`src/rtl/ccd_seq_pkg.sv`:
```
package ccd_seq_pkg;

  localparam int PH_W = 4;

  typedef enum logic [2:0] {
    M_COLOUR   = 3'd0,
    M_MONO     = 3'd1,
    M_FASTMONO = 3'd2,
    M_MAXMONO  = 3'd3,
    M_SLOWCOL  = 3'd4,
    M_SLOWMONO = 3'd5,
    M_RSV6     = 3'd6,
    M_RSV7     = 3'd7
  } mode_e;

  // clocks per pixel for each mode
  function automatic logic [PH_W-1:0] ratio_of(mode_e m);
    case (m)
      M_FASTMONO:           ratio_of = PH_W'(3);
      M_MAXMONO:            ratio_of = PH_W'(2);
      M_SLOWCOL, M_SLOWMONO: ratio_of = PH_W'(8);
      default:              ratio_of = PH_W'(6);
    endcase
  endfunction

  function automatic logic is_colour(mode_e m);
    is_colour = (m == M_COLOUR) || (m == M_SLOWCOL) || (m == M_RSV6) || (m == M_RSV7);
  endfunction

  function automatic logic first_word_only(mode_e m);
    first_word_only = (m == M_MONO) || (m == M_SLOWMONO);
  endfunction

endpackage

```
`src/rtl/ccd_phase_ctr.sv`:
```
module ccd_phase_ctr
  import ccd_seq_pkg::*;
(
  input  logic            clk,
  input  logic            rst_n,
  input  logic            sync_i,
  input  logic [2:0]      cfg_mode,
  input  logic [1:0]      cfg_ch,
  input  logic            cfg_cds,
  input  logic [1:0]      cfg_gap,
  input  logic            err_clr,
  output logic [PH_W-1:0] phase_o,
  output logic            run_o,
  output mode_e           mode_o,
  output logic [1:0]      ch_o,
  output logic            cds_o,
  output logic [1:0]      gap_o,
  output logic            err_o
);

  logic [PH_W-1:0] phase_q, phase_d, lim;
  logic            run_q, run_d, cds_q, cds_d, err_q, err_d, at_end;
  mode_e           mode_q, mode_d, mode_in;
  logic [1:0]      ch_q, ch_d, gap_q, gap_d;

  always_comb begin
    mode_in = mode_e'(cfg_mode);
    lim     = ratio_of(mode_q) - PH_W'(1);
    at_end  = (phase_q == lim);
    phase_d = phase_q;
    run_d   = run_q;
    mode_d  = mode_q;
    ch_d    = ch_q;
    cds_d   = cds_q;
    gap_d   = gap_q;
    if (sync_i) begin
      phase_d = '0;
      run_d   = 1'b1;
      mode_d  = mode_in;
      ch_d    = cfg_ch;
      cds_d   = cfg_cds && (mode_in != M_MAXMONO);
      gap_d   = cfg_gap;
    end else if (run_q) begin
      phase_d = at_end ? '0 : phase_q + PH_W'(1);
    end
    if (sync_i && run_q && !at_end) err_d = 1'b1;
    else if (err_clr)               err_d = 1'b0;
    else                            err_d = err_q;
  end

  always_ff @(posedge clk or negedge rst_n) begin
    if (!rst_n) begin
      phase_q <= '0;
      run_q   <= 1'b0;
      mode_q  <= M_COLOUR;
      ch_q    <= 2'd0;
      cds_q   <= 1'b1;
      gap_q   <= 2'd0;
      err_q   <= 1'b0;
    end else begin
      phase_q <= phase_d;
      run_q   <= run_d;
      mode_q  <= mode_d;
      ch_q    <= ch_d;
      cds_q   <= cds_d;
      gap_q   <= gap_d;
      err_q   <= err_d;
    end
  end

  assign phase_o = phase_q;
  assign run_o   = run_q;
  assign mode_o  = mode_q;
  assign ch_o    = ch_q;
  assign cds_o   = cds_q;
  assign gap_o   = gap_q;
  assign err_o   = err_q;


  phase_bound_chk: assert property (@(posedge clk) disable iff (!rst_n)
    run_q |-> (phase_q < ratio_of(mode_q)));


  sync_restart_chk: assert property (@(posedge clk) disable iff (!rst_n)
    sync_i |=> (phase_q == '0) && run_q);


  err_sticky_chk: assert property (@(posedge clk) disable iff (!rst_n)
    (err_q && !err_clr) |=> err_q);


  mode_hold_chk: assert property (@(posedge clk) disable iff (!rst_n)
    !sync_i |=> $stable(mode_q) && $stable(ch_q) && $stable(gap_q));

endmodule

```
`src/rtl/ccd_strobe_dec.sv`:
```
module ccd_strobe_dec
  import ccd_seq_pkg::*;
(
  input  logic            clk,
  input  logic            rst_n,
  input  logic [PH_W-1:0] phase_i,
  input  logic            run_i,
  input  mode_e           mode_i,
  input  logic [1:0]      ch_i,
  input  logic            cds_i,
  input  logic [1:0]      gap_i,
  output logic            vid_o,
  output logic            rst_o,
  output logic            conv_o,
  output logic [1:0]      mux_o,
  output logic            raw_vld_o
);

  logic [PH_W-2:0] word_idx;
  logic [PH_W-1:0] rst_pos;

  always_comb begin
    word_idx = phase_i[PH_W-1:1];
    rst_pos  = (mode_i == M_FASTMONO) ? PH_W'(2) : PH_W'(gap_i) + PH_W'(2);
    vid_o    = run_i && (phase_i == '0);
    rst_o    = run_i && cds_i && (phase_i == rst_pos);
    conv_o   = run_i && ((mode_i == M_FASTMONO) ? (phase_i == '0) : !phase_i[0]);
    if (is_colour(mode_i))
      mux_o = (word_idx >= (PH_W-1)'(2)) ? 2'd2 : word_idx[1:0];
    else
      mux_o = (ch_i == 2'd3) ? 2'd2 : ch_i;
    if (first_word_only(mode_i))
      raw_vld_o = conv_o && (word_idx == '0);
    else if (is_colour(mode_i))
      raw_vld_o = conv_o && (word_idx < (PH_W-1)'(3));
    else
      raw_vld_o = conv_o;
  end


  strobe_excl_chk: assert property (@(posedge clk) disable iff (!rst_n)
    !(vid_o && rst_o));


  maxspeed_nocds_chk: assert property (@(posedge clk) disable iff (!rst_n)
    (mode_i == M_MAXMONO) |-> !rst_o);

endmodule

```
`src/rtl/ccd_valid_pipe.sv`:
```
module ccd_valid_pipe #(
  parameter int DEPTH = 3
) (
  input  logic clk,
  input  logic rst_n,
  input  logic raw_i,
  output logic vld_o
);

  logic [DEPTH-1:0] sr_q, sr_d;

  generate
    if (DEPTH == 1) begin : g_one
      always_comb sr_d = raw_i;
    end else begin : g_many
      always_comb sr_d = {sr_q[DEPTH-2:0], raw_i};
    end
  endgenerate

  always_ff @(posedge clk or negedge rst_n) begin
    if (!rst_n) sr_q <= '0;
    else        sr_q <= sr_d;
  end

  assign vld_o = sr_q[DEPTH-1];

endmodule

```
`src/rtl/ccd_seq_top.sv`:
```
module ccd_seq_top
  import ccd_seq_pkg::*;
#(
  parameter int PIPE_DEPTH = 3
) (
  input  logic       clk,
  input  logic       rst_n,
  input  logic       pix_sync,
  input  logic [2:0] mode_sel,
  input  logic [1:0] mono_chan,
  input  logic       cds_on,
  input  logic [1:0] cds_gap,
  input  logic       err_clr,
  output logic       vid_smp,
  output logic       rst_smp,
  output logic [1:0] chan_sel,
  output logic       adc_go,
  output logic       word_vld,
  output logic       sync_err
);

  logic [PH_W-1:0] phase;
  logic            running, cds_hold, raw_vld;
  mode_e           mode_hold;
  logic [1:0]      ch_hold, gap_hold;

  ccd_phase_ctr u_ctr (
    .clk(clk), .rst_n(rst_n), .sync_i(pix_sync),
    .cfg_mode(mode_sel), .cfg_ch(mono_chan), .cfg_cds(cds_on), .cfg_gap(cds_gap),
    .err_clr(err_clr),
    .phase_o(phase), .run_o(running), .mode_o(mode_hold), .ch_o(ch_hold),
    .cds_o(cds_hold), .gap_o(gap_hold), .err_o(sync_err)
  );

  ccd_strobe_dec u_dec (
    .clk(clk), .rst_n(rst_n),
    .phase_i(phase), .run_i(running), .mode_i(mode_hold), .ch_i(ch_hold),
    .cds_i(cds_hold), .gap_i(gap_hold),
    .vid_o(vid_smp), .rst_o(rst_smp), .conv_o(adc_go), .mux_o(chan_sel),
    .raw_vld_o(raw_vld)
  );

  ccd_valid_pipe #(.DEPTH(PIPE_DEPTH)) u_pipe (
    .clk(clk), .rst_n(rst_n), .raw_i(raw_vld), .vld_o(word_vld)
  );

endmodule

```
`config.mk`:
```
export PLATFORM = sky130hd
export DESIGN_NAME = ccd_seq_top
export DESIGN_NICKNAME = d
export VERILOG_FILES = /design/src/rtl/ccd_seq_pkg.sv /design/src/rtl/ccd_phase_ctr.sv /design/src/rtl/ccd_strobe_dec.sv /design/src/rtl/ccd_valid_pipe.sv /design/src/rtl/ccd_seq_top.sv
export SDC_FILE = /design/constraint.sdc
export NUM_CORES = 1
export LEC_CHECK = 0
export BUFFER_PORTS_ARGS = -buffer_cell sky130_fd_sc_hd__buf_2
export CORE_UTILIZATION = 47
export CTS_BUF_LIST = sky130_fd_sc_hd__clkbuf_8 sky130_fd_sc_hd__clkbuf_16
export DETAILED_ROUTE_END_ITERATION = 10
export PLACE_DENSITY = 0.76
export SLEW_MARGIN = 20
export SYNTH_ARGS = -nofsm -noshare
export SYNTH_HDL_FRONTEND = slang
export SYNTH_SLANG_ARGS = --single-unit
```
`constraint.sdc`:
```
create_clock -name clk -period 1.95 [get_ports clk]
set_clock_uncertainty 0.2 [all_clocks]
set_input_delay 0.4875 -clock clk [delete_from_list [all_inputs] [get_ports clk]]
set_output_delay 0.4875 -clock clk [all_outputs]
set_load 0.05 [all_outputs]
```
==> impl_metrics.toml, run 1 <==
[worst_setup_path]
crit_fanout = 2
crit_type = "reg -> out"
end_kind = "output port"
cp.required_ns = 1.26
arrival_ns = 1.84
start_kind = "flip-flop"

[routing]
firstDrtPassIters = 4
vias = 835
wl_mm = 2.30
via_per_inst = 5.49
ant_nets = 0
drc_errors = 0
drtIter0Drc = 16
avgRoutedWirePerCell_um = 15.1

[finish]
final_area_mm2 = 0.00133
multiInputGateArea_um2 = 527
area_growth_pct = 47.4
layout_commonest_cell = "dfrtp_1"
final_layout_size_suffix_gt1_share_pct = 48.8
nets = 142
fill_cells = 132
fin_util_pct = 75.6
regArea_um2 = 427
fin_cells = 152
mostFrequentLayoutCells = "16 x dfrtp_1, 15 x buf_4, 13 x buf_2, 10 x nand2_1, 8 x buf_6"
diodes = 0

[pwr]
peakVddDrop_mv = 0.662
clkPwrFrac_pct = 25.6
powerDensity_mw_per_mm2 = 783
p_seq_share_pct = 39.3
p_int_mw = 0.692
leakage_nw = 0.580
switching_share_pct = 33.8
combPwrFrac_pct = 35.1
power.total_mw = 1.04
power.switching_mw = 0.352

[run_status]
violations = "negative setup slack"
status = "finished with violations"

[floorplanning]
io_pins = 19
die_w_um = 45.9
die_h_um = 45.9
fp-row-count = 15
dieArea_mm2 = 0.00210
initial_core_util_pct = 51.3
coreArea_mm2 = 0.00176

[sta]
setup_viol = 5
slew_headroom_pct = 74.9
rsz0062_at_grt = "true"
timing.final.hold_violations = 0
hold_slack_ns = 0.162
post-route-period-util_pct = 129
setup_ws_ns = -0.574
finalMaxSlewViolations = 0
fin_crit_ns = 2.52
tightest_slew_ns = 0.377
max_freq_ghz = 0.396

[clocking]
numCtsBuffers = 3
cts_root_buf = "clkbuf_8"
clockBufferDepth = 2
clkTransAtPathRegs_ns = 0.07
clk_latency_ns = 0.25
cts_sinks = 17
cts_max_level = 1
cts_tree = "done"

[grt]
track_usage_pct = 24.4
grt_start_max_net_pins = 18
overflow = 0
grt_pass1_vias = 795
grt_first_pass_wirelength_mm = 3.63
antenna_found_initial = 0

[logic_synthesis]
yosys-top-cells-area = "dfrtp_1 44%, mux2_2 7.5%, nand2_1 4.6%, a21oi_1 3.3%, nor3b_1 3.3%"
synthAdderAreaFrac_pct = 2.77
syn_inst = 92
synthXorXnorAreaFrac_pct = 1.94
netlist-cell-type-count = 30
synth_edf_count = 0
synth_top_family_by_area = "simple AND/OR/NAND/NOR gates"
ys_ff_latch = 17
async_reset_ff_share_pct = 100
yosysWarnings = 0
synth_nets = 106
avgSynthCellArea_um2 = 9.83
synth.area.mux_share_pct = 7.47
yosysTopAreaCell = "dfrtp_1"
syn_area_um2 = 905
ys.flop_type = "dfrtp_1"
synth_top_cell_area_share_pct = 44.3
ys_seq_area_share_pct = 47.2
yosys.area_share.simple_pct = 20.1
synth_compound_area_share_pct = 15.5

[placed_design]
dp.cells = 142
portBuffers = 18
placed_area_mm2 = 0.00113
place_congestion = 0.782
hpwl_mm = 1.44

[flow_run]
maxCapViolations = 0

[worst_hold_path]
hold_path.class = "reg -> reg"
## per-stage QoR
step / setup TNS (ns) / worst slack, ns
finish: -1.44 / -0.574
global route: -1.75 / -0.635
CTS: -1.39 / -0.589
detailed placement: -0.667 / -0.430
global placement: -0.611 / -0.390
floorplan: -1.28 / -0.661
## state kept, by name, summed over array words and instances, names as in the netlist
signal	cells
u_ctr.err_o	1
u_ctr.cds_o	1
u_ctr.run_o	1
u_ctr.mode_o	3
u_ctr.ch_o	2
u_pipe.sr_q	3
u_ctr.phase_o	4
u_ctr.gap_o	2
## synth_stat cells (all sizes together) (2+ instances only)
cell type and count:
inv 6, a211o 2, nand4 4, o22ai 2, ha 2, o21ai 5, nand2 11, nor2 2
a21oi 6, nor2b 2, a211oi 2, nand2b 3, dfrtp 16, nor3b 4, mux2 6, clkbuf 5
## worst max-delay path: stages, from the launching register on
cell       delay [ns]
dfrtp_1          0.38
or3b_4           0.40
a211o_1          0.29
a2111oi_4        0.31
buf_6            0.20
## cell families after synthesis
family	count (synthesis)
AOI/OAI and AO/OA	21
xor gates and xnor gates	2
adders and majority gates	2
buffers and inverters	12
DFF	17
muxes	6
and+or+nand+nor	32
## layout make-up
class,instances,area share (%)
inverters,6,1.69
clock buffers,3,3.10
repair buffers,37,20.8
clock inverters,1,0.563
flip-flops and latches,17,32.0
well taps,25,2.35
multi-input cells,63,39.5
## power groups by stage
stage / sequential (mW) / clock [mW] / combinational [mW]
finish: 0.411 / 0.267 / 0.366
global route: 0.416 / 0.290 / 0.389
CTS: 0.410 / 0.272 / 0.347
detailed placement: 0.414 / 0 / 0.294
global placement: 0.413 / 0 / 0.288
floorplan: 0.437 / 0 / 0.179
## routing by layer
layer / track usage [%] / share of wire, % / vias up
li1: - / - / 396
met4: 2.94 / 0.48 / 0
met5: 0 / 0 / -
met2: 42.3 / 52 / 39
met3: 5.95 / 5.1 / 2
met1: 31.5 / 42 / 398
## final timing paths
path,slack (ns),startpoint,endpoint,cells past startpoint
min in group asynchronous,0.48,rst_n,u_ctr.ch_o[0]$_DFFE_PN0P_,2
max,-0.57,u_ctr.mode_o[2]$_DFFE_PN0P_,rst_smp,4
max reg2reg,0.02,u_ctr.mode_o[2]$_DFFE_PN0P_,u_ctr.phase_o[2]$_DFFE_PN0P_,7
max in group asynchronous,0.76,rst_n,u_ctr.cds_o$_DFFE_PN1P_,2
min,0.16,u_pipe.sr_q[1]$_DFF_PN0_,u_pipe.sr_q[2]$_DFF_PN0_,0
min reg2reg,0.16,u_pipe.sr_q[1]$_DFF_PN0_,u_pipe.sr_q[2]$_DFF_PN0_,0
## what timing repair did
action                     in CTS  in global routing
setup buffers                   2                  3
hold endpoints to repair       16                  0
gates resized for setup        22                  3
hold buffers                    1                  0
setup endpoints to repair       5                  8
pin swaps                       6                  5
No activity file was read; power rests on OpenSTA's default activity.
==> run 2, diff against run 1 <==
CORE_UTILIZATION = 55   (was 47)
PLACE_DENSITY = 0.83   (was 0.76)
clock period = 3.2 ns   (was 1.95 ns; I/O delays follow)
==> impl_metrics.toml, run 2 (synthesis gave the netlist of run 1 again) <==
[finish]
nets = 123
largest_reg_flops = 4
layout_commonest_cell = "buf_2"
fin_cells = 124
final_layout_size_suffix_gt1_share_pct = 29.6
final_area_mm2 = 0.00105
area_growth_pct = 15.9
diodes = 0
fin_util_pct = 68.8
mostFrequentLayoutCells = "18 x buf_2, 16 x dfrtp_1, 11 x nand2_1, 7 x inv_1"

[routing]
via_per_inst = 6.01
firstDrtPassIters = 4
vias = 745
drtIter0Drc = 14
wl_mm = 1.82
drc_errors = 0
ant_nets = 0
avgRoutedWirePerCell_um = 14.7

[worst_setup_path]
crit_fanout = 10
end_kind = "output port"
r2r-start = "u_ctr.phase_o[1]$_DFFE_PN0P_"
cp-startpoint = "u_ctr.mode_o[2]$_DFFE_PN0P_"
start_kind = "flip-flop"
cp.required_ns = 2.20
arrival_ns = 2.07
crit_type = "reg -> out"

[sta]
timing.final.hold_violations = 0
tightest_slew_ns = 0.419
finalMaxSlewViolations = 0
post-route-period-util_pct = 95.8
fin_crit_ns = 3.07
slew_headroom_pct = 71.8
setup_tns_ns = 0
hold_slack_ns = 0.171
rsz0062_at_grt = "false"
setup_ws_ns = 0.134
setup_viol = 0
max_freq_ghz = 0.326

[placed_design]
placed_area_mm2 = 0.00100
portBuffers = 18
pre_cts_slack_ns = 0.402
hpwl_mm = 1.29
dp.cells = 120
place_congestion = 0.941

[grt]
antenna_found_initial = 0
grt_first_pass_wirelength_mm = 3.09
track_usage_pct = 23.4
overflow = 0
grt_pass1_vias = 709
grt_start_max_net_pins = 18

[run_status]
status = "finished clean"

[worst_hold_path]
hold_path_startpoint = "u_pipe.sr_q[1]$_DFF_PN0_"
hold_path.class = "reg -> reg"

[clocking]
clockBufferDepth = 2
post_cts.repair.setup_buffers = 0
cts_tree = "done"
cts_max_level = 1
cts_sinks = 17
ctsResizeCount = 0
clk_latency_ns = 0.25
clkTransAtPathRegs_ns = 0.06
numCtsBuffers = 3
postCtsHoldBufs = 0
cts_root_buf = "clkbuf_8"

[floorplanning]
die_h_um = 42.6
initial_core_util_pct = 59.4
io_pins = 19
coreArea_mm2 = 0.00152
die_w_um = 42.6
fp-row-count = 14
dieArea_mm2 = 0.00181

[pwr]
power.total_mw = 0.555
peakVddDrop_mv = 0.407
powerDensity_mw_per_mm2 = 529
leakage_nw = 0.459

[flow_run]
maxCapViolations = 0
## run 2: worst max-delay path, cell delays in order (launching register included)
cell,delay [ns]
dfrtp_1,0.47
or3b_4,0.43
a211o_1,0.34
a2111oi_4,0.27
buf_2,0.31
## run 2: per-layer routing
metal,part of all wire [%],global-route usage [%],up-vias
li1,-,-,358
met1,42,28.2,372
met2,54,39.7,13
met3,3.5,6.47,2
met4,1.0,8.75,0
met5,0,0,-
## run 2: final cells by class
class	count	area [um^2]
multi-input cells	63	444
repair buffers	18	90.1
inverters	6	22.5
fillers	125	475
well taps	16	20.0
clock buffers	3	41.3
flip-flops and latches	17	427
clock inverters	1	3.75
## run 2: report_power, final
part / switching, mW / internal [mW] / total (mW)
logic: 0.0898 / 0.0482 / 0.138
clock network: 0.0691 / 0.0850 / 0.154
registers: 0.0246 / 0.238 / 0.263
total: 0.184 / 0.371 / 0.555
## run 2: final timing paths
check,endpoint,slack [ns],cells past startpoint
setup reg to reg,u_ctr.phase_o[1]$_DFFE_PN0P_,1.37,4
hold / removal,u_pipe.sr_q[2]$_DFF_PN0_,0.17,0
hold reg to reg,u_pipe.sr_q[2]$_DFF_PN0_,0.17,0
min in group asynchronous,u_ctr.ch_o[0]$_DFFE_PN0P_,0.26,1
max in group asynchronous,u_ctr.cds_o$_DFFE_PN1P_,2.23,1
setup / recovery,rst_smp,0.13,4
